$ cat config.mk
export PLATFORM = sky130hd
export DESIGN_NAME = cos_irq_ctrl
export DESIGN_NICKNAME = d
export VERILOG_FILES = /design/src/rtl/cos_pkg.sv /design/src/rtl/cos_sync.sv /design/src/rtl/cos_port_detect.sv /design/src/rtl/cos_host_decode.sv /design/src/rtl/cos_irq_ctrl.sv
export SDC_FILE = /design/constraint.sdc
export NUM_CORES = 1
export LEC_CHECK = 0
export ABC_AREA = 1
export BUFFER_PORTS_ARGS = -buffer_cell sky130_fd_sc_hd__buf_2
export CAP_MARGIN = 0
export CORE_MARGIN = 2
export CORE_UTILIZATION = 45
export CTS_CLUSTER_DIAMETER = 80
export DETAILED_ROUTE_END_ITERATION = 7
export PLACE_DENSITY = 0.74
export SYNTH_ARGS = -nofsm -noshare
export SYNTH_HDL_FRONTEND = slang
export SYNTH_SLANG_ARGS = --single-unit
$ cat constraint.sdc
create_clock -name clk -period 1 [get_ports clk]
set_input_delay 0 -clock clk [delete_from_list [all_inputs] [get_ports clk]]
set_output_delay 0 -clock clk [all_outputs]
set_load 0.02 [all_outputs]
$ cat src/rtl/cos_pkg.sv
package cos_pkg;

    localparam int unsigned DEF_GROUPS     = 2;
    localparam int unsigned DEF_PORTS_GRP  = 3;
    localparam int unsigned DEF_PORT_W     = 8;
    localparam int unsigned DEF_SYNC_DEPTH = 2;
    localparam int unsigned DEF_ADDR_W     = 4;
    localparam int unsigned DEF_DATA_W     = 8;

    // Host write classification
    typedef enum logic [1:0] {
        WR_NONE  = 2'd0,
        WR_MASK  = 2'd1,
        WR_CLEAR = 2'd2
    } wr_kind_e;

endpackage

$ cat src/rtl/cos_sync.sv
module cos_sync #(
    parameter int unsigned W      = 48,
    parameter int unsigned STAGES = 2
) (
    input  logic         clk,
    input  logic         rst_n,
    input  logic [W-1:0] async_i,
    output logic [W-1:0] sync_o
);

    logic [STAGES-1:0][W-1:0] stage_d, stage_q;

    always_comb begin
        stage_d[0] = async_i;
        for (int s = 1; s < int'(STAGES); s++) begin
            stage_d[s] = stage_q[s-1];
        end
    end

    always_ff @(posedge clk or negedge rst_n) begin
        if (!rst_n) begin
            stage_q <= '0;
        end else begin
            stage_q <= stage_d;
        end
    end

    assign sync_o = stage_q[STAGES-1];

endmodule

$ cat src/rtl/cos_port_detect.sv
module cos_port_detect #(
    parameter int unsigned W         = 8,
    parameter bit          GATE_OUTS = 1'b1
) (
    input  logic         clk,
    input  logic         rst_n,
    input  logic [W-1:0] sync_i,
    input  logic         disabled_i,
    input  logic         is_out_i,
    output logic         event_o
);

    logic [W-1:0] prev_d, prev_q;
    logic         differs;
    logic         blocked;

    always_comb begin
        prev_d  = sync_i;
        differs = |(sync_i ^ prev_q);
        if (GATE_OUTS) begin
            blocked = disabled_i | is_out_i;
        end else begin
            blocked = disabled_i;
        end
        event_o = differs & ~blocked;
    end

    always_ff @(posedge clk or negedge rst_n) begin
        if (!rst_n) begin
            prev_q <= '0;
        end else begin
            prev_q <= prev_d;
        end
    end


    steady_no_event_chk: assert property (@(posedge clk) disable iff (!rst_n)
        $stable(sync_i) |=> !event_o || !$stable(sync_i));

endmodule

$ cat src/rtl/cos_host_decode.sv
module cos_host_decode
    import cos_pkg::*;
#(
    parameter int unsigned ADDR_W     = 4,
    parameter int unsigned DATA_W     = 8,
    parameter int unsigned NP         = 6,
    parameter logic [ADDR_W-1:0] MASK_ADDR  = 'hB,
    parameter logic [ADDR_W-1:0] CLEAR_ADDR = 'hF
) (
    input  logic              wr_en,
    input  logic [ADDR_W-1:0] wr_addr,
    input  logic [DATA_W-1:0] wr_data,
    output wr_kind_e          kind_o,
    output logic [NP-1:0]     mask_wdata_o
);

    always_comb begin
        kind_o       = WR_NONE;
        mask_wdata_o = wr_data[NP-1:0];
        if (wr_en) begin
            if (wr_addr == MASK_ADDR) begin
                kind_o = WR_MASK;
            end else if (wr_addr == CLEAR_ADDR) begin
                kind_o = WR_CLEAR;
            end
        end
    end

endmodule

$ cat src/rtl/cos_irq_ctrl.sv
module cos_irq_ctrl
    import cos_pkg::*;
#(
    parameter int unsigned GROUPS     = DEF_GROUPS,
    parameter int unsigned PORTS_GRP  = DEF_PORTS_GRP,
    parameter int unsigned PORT_W     = DEF_PORT_W,
    parameter int unsigned SYNC_DEPTH = DEF_SYNC_DEPTH,
    parameter int unsigned ADDR_W     = DEF_ADDR_W,
    parameter int unsigned DATA_W     = DEF_DATA_W,
    parameter bit          GATE_OUTS  = 1'b1,
    localparam int unsigned NP        = GROUPS * PORTS_GRP,
    localparam int unsigned TOTAL_W   = NP * PORT_W
) (
    input  logic               clk,
    input  logic               rst_n,
    input  logic [TOTAL_W-1:0] port_in,
    input  logic [NP-1:0]      port_is_out,
    input  logic               wr_en,
    input  logic [ADDR_W-1:0]  wr_addr,
    input  logic [DATA_W-1:0]  wr_data,
    output logic               irq_o,
    output logic [NP-1:0]      status_o,
    output logic [NP-1:0]      mask_o
);

    typedef struct packed {
        logic [NP-1:0] mask;
        logic [NP-1:0] status;
        logic          irq;
    } ctrl_state_t;

    ctrl_state_t st_d, st_q;

    logic [TOTAL_W-1:0] sync_bus;
    logic [NP-1:0]      evt;
    wr_kind_e           kind;
    logic [NP-1:0]      mask_wdata;

    cos_sync #(
        .W      (TOTAL_W),
        .STAGES (SYNC_DEPTH)
    ) u_sync (
        .clk     (clk),
        .rst_n   (rst_n),
        .async_i (port_in),
        .sync_o  (sync_bus)
    );

    for (genvar p = 0; p < int'(NP); p++) begin : g_port
        cos_port_detect #(
            .W         (PORT_W),
            .GATE_OUTS (GATE_OUTS)
        ) u_det (
            .clk        (clk),
            .rst_n      (rst_n),
            .sync_i     (sync_bus[p*PORT_W +: PORT_W]),
            .disabled_i (st_q.mask[p]),
            .is_out_i   (port_is_out[p]),
            .event_o    (evt[p])
        );
    end

    cos_host_decode #(
        .ADDR_W (ADDR_W),
        .DATA_W (DATA_W),
        .NP     (NP)
    ) u_dec (
        .wr_en        (wr_en),
        .wr_addr      (wr_addr),
        .wr_data      (wr_data),
        .kind_o       (kind),
        .mask_wdata_o (mask_wdata)
    );

    always_comb begin
        st_d = st_q;
        if (kind == WR_MASK) begin
            st_d.mask = mask_wdata;
        end
        if (kind == WR_CLEAR) begin
            st_d.status = '0;
        end
        st_d.status = st_d.status | evt;
        st_d.irq    = |st_d.status;
    end

    always_ff @(posedge clk or negedge rst_n) begin
        if (!rst_n) begin
            st_q <= '0;
        end else begin
            st_q <= st_d;
        end
    end

    assign irq_o    = st_q.irq;
    assign status_o = st_q.status;
    assign mask_o   = st_q.mask;


    mask_load_chk: assert property (@(posedge clk) disable iff (!rst_n)
        (kind == WR_MASK) |=> (st_q.mask == $past(wr_data[NP-1:0])));


    masked_port_quiet_chk: assert property (@(posedge clk) disable iff (!rst_n)
        1'b1 |=> ((st_q.status & ~$past(st_q.status) & $past(st_q.mask)) == '0));


    status_sticky_chk: assert property (@(posedge clk) disable iff (!rst_n)
        (kind != WR_CLEAR) |=> ((st_q.status & $past(st_q.status)) == $past(st_q.status)));


    clear_empties_chk: assert property (@(posedge clk) disable iff (!rst_n)
        (kind == WR_CLEAR && evt == '0) |=> (st_q.status == '0 && !st_q.irq));


    mask_keeps_status_chk: assert property (@(posedge clk) disable iff (!rst_n)
        (kind == WR_MASK && evt == '0) |=> (st_q.status == $past(st_q.status)));


    clear_race_chk: assert property (@(posedge clk) disable iff (!rst_n)
        (kind == WR_CLEAR && evt != '0) |=> st_q.irq);

endmodule

# After elaboration in Yosys (flattened, before gate mapping)

Cells that the tools add are included.
W data, S select, Z words.

Add/sub/neg operators: 0
Multiply operators: 0
Div/mod/pow operators: 0
Magnitude comparators: 0
Eq/ne operators: 4
Shifts and indexed selects: 0
Multiplexer cells: 4
Bitwise gates (word level): 25
Reductions and logical operators: 7

Operator list:

| operator             | number |
|---|---|
| $reduce_or A8 Y1     | 6 |
| $xor A8 B8 Y8        | 6 |
| $eq A4 B4 Y1 const B | 2 |
| $and A1 B1 Y1        | 6 |
| $mux W2              | 3 |
| $mux W6              | 1 |
| $not A1 Y1           | 6 |
| $or A1 B1 Y1         | 6 |
| $or A6 B6 Y6         | 1 |
| $reduce_or A6 Y1     | 1 |
| $eq A2 B1 Y1 const B | 1 |
| $eq A2 B2 Y1 const B | 1 |

Register bits after elaboration: 157
Latch bits: 0
Memory bits (writable): 0
Bits in read-only memories: 0
Bits of input ports: 69
Memories kept: 0

# Logic depth before layout (Yosys ltp)

Depth in word-level cells: 8
Depth in mapped cells: 10

# Cells and area by module

A second synthesis with hierarchy kept.

Cell total of the unflattened synthesis: 489
Area, all modules: 5,258.8 µm²

By module, submodules not included:

| module          | instances | cells an instance | area an instance (µm²) | sequential area each (µm²) |
|---|---|---|---|---|
| cos_sync        | 1         | 96                | 2,402.3                | 2,402.3 |
| cos_port_detect | 6         | 54                | 375.4                  | 200.2 |
| cos_irq_ctrl    | 1         | 57                | 534.3                  | 325.3 |
| cos_host_decode | 1         | 12                | 70.1                   | 0.0 |

# Worst setup path after synthesis

No wires, ideal clock.

Path kind: reg-to-reg
From: register g_port[4].u_det.prev_q[3]
To: register st_q (netlist bit irq_o)
Arrival time: 0.943 ns
Path slack: -0.069 ns
Stages on the path, launching flop included: 9
Buffers on the path: 0
Path through: dfrtp_1 > xnor2_1 > nand2_1 > nor2_1 > nand2_1 > nand2_1 > nand2_2 > nor2_2 > nand3_1

RTL lines:

| element                | RTL line              | RTL |
|---|---|---|
| start, declared        | cos_port_detect.sv:13 | `logic [W-1:0] prev_d, prev_q;` |
| start signal, assigned | cos_port_detect.sv:32 | `prev_q <= prev_d;` |
| end signal, assigned   | cos_irq_ctrl.sv:91    | `st_q <= st_d;` |
| end, declared          | cos_irq_ctrl.sv:32    | `ctrl_state_t st_d, st_q;` |

==> key figures <==
Status
  • Status: complete, but fails checks
  • Failing checks: negative setup slack

Drt
  • Pre-antenna DRT Iters: 4
  • Vias per inst: approximately 4.3
  • Routed Antenna Nets: 0
  • DRC: 0
  • Via count: 2825
  • Final wirelength: just over 8 mm
  • Routed wire per std cell: 12.4 microns
  • Starting DRC count in detailed routing: 62

Pwr
  • P_sw: approximately 3 mW
  • Internal power: 11.0 mW
  • Worst vdd ir: 1.37 mV
  • Sw frac: roughly 22%
  • Leak: around 3.3 nW
  • Clock power frac: a little over two fifths
  • Seq pwr share: 49.1%
  • Combinational share of power: between 8 and 9%
  • P per Cell Area: just over 2000 nW/um^2

Synth
  • Count leader, synth: dfrtp_1
  • Syn nets: around 400
  • Syn Inst Count: between 300 and 400
  • Synth top area cells: dfrtp_1 81%, xnor2_1 6.8%, nand2_1 5.5%
  • Yosys top cell area share: between 80% and 90%
  • Sequential fraction of the synthesis area: between 80 and 90%
  • Mapped Area: between 4000 and 5000 sq um
  • Number of distinct library cells after synthesis: 12
  • #FFs+latches synth: approximately 160
  • YS warnings: 0
  • Number of flops mapped to enable cells by yosys: 0
  • Commonest cells post-synth: 157 x dfrtp_1, 71 x nand2_1, 38 x xnor2_1
  • Dominant synthesized flop cell: dfrtp_1
  • Avg Synthesized Cell Area: between 10 and 15 sq um
  • Synth area leader: dfrtp_1
  • Asr flop ratio synth: 100%

Flow run
  • Max_cap viols: 0

CTS
  • Clock Tree Root: clkbuf_8
  • CTS tree: done
  • Worst skew pair latency: 0.52 ns
  • Num CTS Buffers: 17
  • Sink Count: approximately 160
  • Clock buffer depth: 2
  • H-tree depth: 4
  • Worst-path clk slew: about 0.06 ns

Setup path
  • CP max FO: 2
  • Crit-path max cell delay: just under 0.4 ns
  • Critical Path RT: approximately 1.4 ns
  • Worst path slowest cell: dfrtp_1
  • Worst setup EP type: flop
  • Startpoint Class: flop
  • Worst Path Arrival: ~1.6 ns
  • CP Cell Sequence: xnor2_1, nand2_1, nor2_2, nand2_1, nand2_2, nand2_2, nor2_4, nand3_1
  • Crit Path Class: reg -> reg
  • R2r setup slk: -0.23 ns

Place
  • Port bufs: between 70 and 80
  • Placed inst area: around 5500 sq um
  • Final GP Congestion: around 0.74
  • Hpwl dp: roughly 5.1 mm

Timing
  • Final period utilization: 123%
  • Max-slew violations: 0
  • # setup viols final: 21
  • Relative slew margins: between 80% and 90%
  • Max Clock Skew: about 0.0094 ns
  • Worst hold margin: between 0.1 and 0.15 ns
  • Achievable Freq: around 0.81 GHz
  • Tmin final: 1.23 ns
  • Final Hold Fails: 0
  • RSZ-0062 raised after global routing: yes
  • Tightest Pin Transition: about 0.29 ns
  • Setup slack after layout: -0.229 ns

Floorplanning
  • Die Y-Extent: around 110 microns
  • Die X-Extent: 108 microns
  • Core area: between 10000 and 15000 sq um
  • IO Pins: 82
  • Placement Rows: 37
  • Initial core utilization: about 47%
  • Die area: between 10000 and 15000 sq um

GRT
  • Largest net degree at the start of global routing: 45
  • Vias in the first global route: between 2k and 3k
  • Grt total ovfl: 0
  • Met1 Resource Use GR: roughly 17%
  • Initial antenna violation count: 0
  • GR peak layer: met2
  • Met3 GRT Util: about 5.7%
  • First-pass GRT wire length: about 13 mm
  • Total track usage: approximately 16%
  • Met2 usage: about 27%

Finish
  • Post-layout util: around 67%
  • # fillers: ~700
  • Multi-input combinational cell area: around 880 sq um
  • Register area: 3930 sq um
  • Area growth, synth to finish: 43.6%
  • Antenna cell count: 0
  • Layout Nets: 582
  • Layout cells sized above 1: a little under a third
  • Finished Cell Area: 6990 sq um

Worst hold path
  • Worst hold path type: in -> reg
==> worst max-delay path: cells and delay by family (launching register included) <==
kind,cells,cell delay (ns)
XOR/XNOR,1,0.14
AND/OR/NAND/NOR,7,0.59
flip-flops,1,0.39
==> final timing paths <==
path	start	to	cells after the start
hold / removal	port_in[31]	u_sync.stage_d[79]$_DFF_PN0_	2
setup reg to reg	u_sync.sync_o[7]$_DFF_PN0_	irq_o$_DFF_PN0_	8
hold reg to reg	u_sync.stage_d[71]$_DFF_PN0_	u_sync.sync_o[23]$_DFF_PN0_	0
setup / recovery	u_sync.sync_o[7]$_DFF_PN0_	irq_o$_DFF_PN0_	8
max in group asynchronous	rst_n	u_sync.stage_d[57]$_DFF_PN0_	4
min in group asynchronous	rst_n	g_port[4].u_det.prev_q[5]$_DFF_PN0_	3
==> registers in the layout (all words and copies together) (netlist names) <==
signal,count
g_port.u_det.prev_q,48
irq_o,1
mask_o,6
status_o,6
u_sync.stage_d,48
u_sync.sync_o,48
==> placed cells by master, fill, tap and decap left out <==
master,synthesis,routed
buf_2,0,65
xnor2_2,0,4
clkbuf_1,0,3
clkinvlp_4,0,4
clkinv_4,0,2
buf_6,0,14
nand2_2,4,10
mux2_2,6,6
nor2_1,20,17
nand3_1,3,2
nand2_1,71,65
clkbuf_16,0,16
nor2_4,0,1
dfrtp_1,157,157
bufinv_16,0,2
nand3_2,0,1
buf_16,0,1
clkbuf_8,0,2
buf_4,6,21
inv_2,1,1
clkinv_2,0,2
nand4_2,2,2
nor2_2,1,3
inv_1,21,21
xnor2_1,38,34
dlygate4sd3_1,0,67
buf_12,0,2
==> stage by stage <==
stage	setup TNS (ns)	cells	worst slack (ns)	total power, mW
after global placement	-0.325	549	-0.267	7.80
final	-1.15	661	-0.229	14.1
after floorplan	-0.0688	330	-0.0688	7.46
after global routing	-2.46	661	-0.345	14.7
after detailed placement	-0.462	549	-0.288	7.85
after CTS	-1.59	657	-0.245	14.2
==> power groups by stage <==
stage,Sequential [mW],Combinational (mW),Clock (mW)
global route,6.95,1.38,6.36
finish,6.92,1.25,5.92
global placement,7.00,0.799,0
CTS,6.92,1.19,6.11
floorplan,6.98,0.474,0
detailed placement,7.03,0.823,0
==> cells by family after synthesis <==
| family | after synthesis | synth area share [%] |
|---|---|---|
| mux | 6 | 1.39 |
| flops | 157 | 80.7 |
| buf+inv | 28 | 2.62 |
| simple gates | 101 | 8.48 |
| xor+xnor | 38 | 6.83 |
==> repair_timing <==
item	in CTS	in global routing
hold buffers	67	0
setup endpoints to repair	20	122
resized for setup	32	14
setup buffers	10	4
pin swaps	16	17
hold endpoints to repair	218	0
==> final cells by class <==
cell class                      count  area share (%)
Inverter                           22            1.18
Sequential cell                   157            56.2
Timing Repair Buffer              170            19.7
Clock buffer                       21            6.28
Multi-Input combinational cell    145            12.5
Tap cell                          136            2.43
Clock inverter                     10            1.68
==> routing by layer <==
| metal | part of all wire (%) | vias to the layer above | wire [microns] |
|---|---|---|---|
| li1 | - | 1371 | - |
| met1 | 40 | 1360 | 3320 |
| met2 | 51 | 70 | 4210 |
| met3 | 4.4 | 24 | 364 |
| met4 | 3.7 | 0 | 304 |
| met5 | 0 | - | 0 |
No activity file was read; power rests on OpenSTA's default activity.
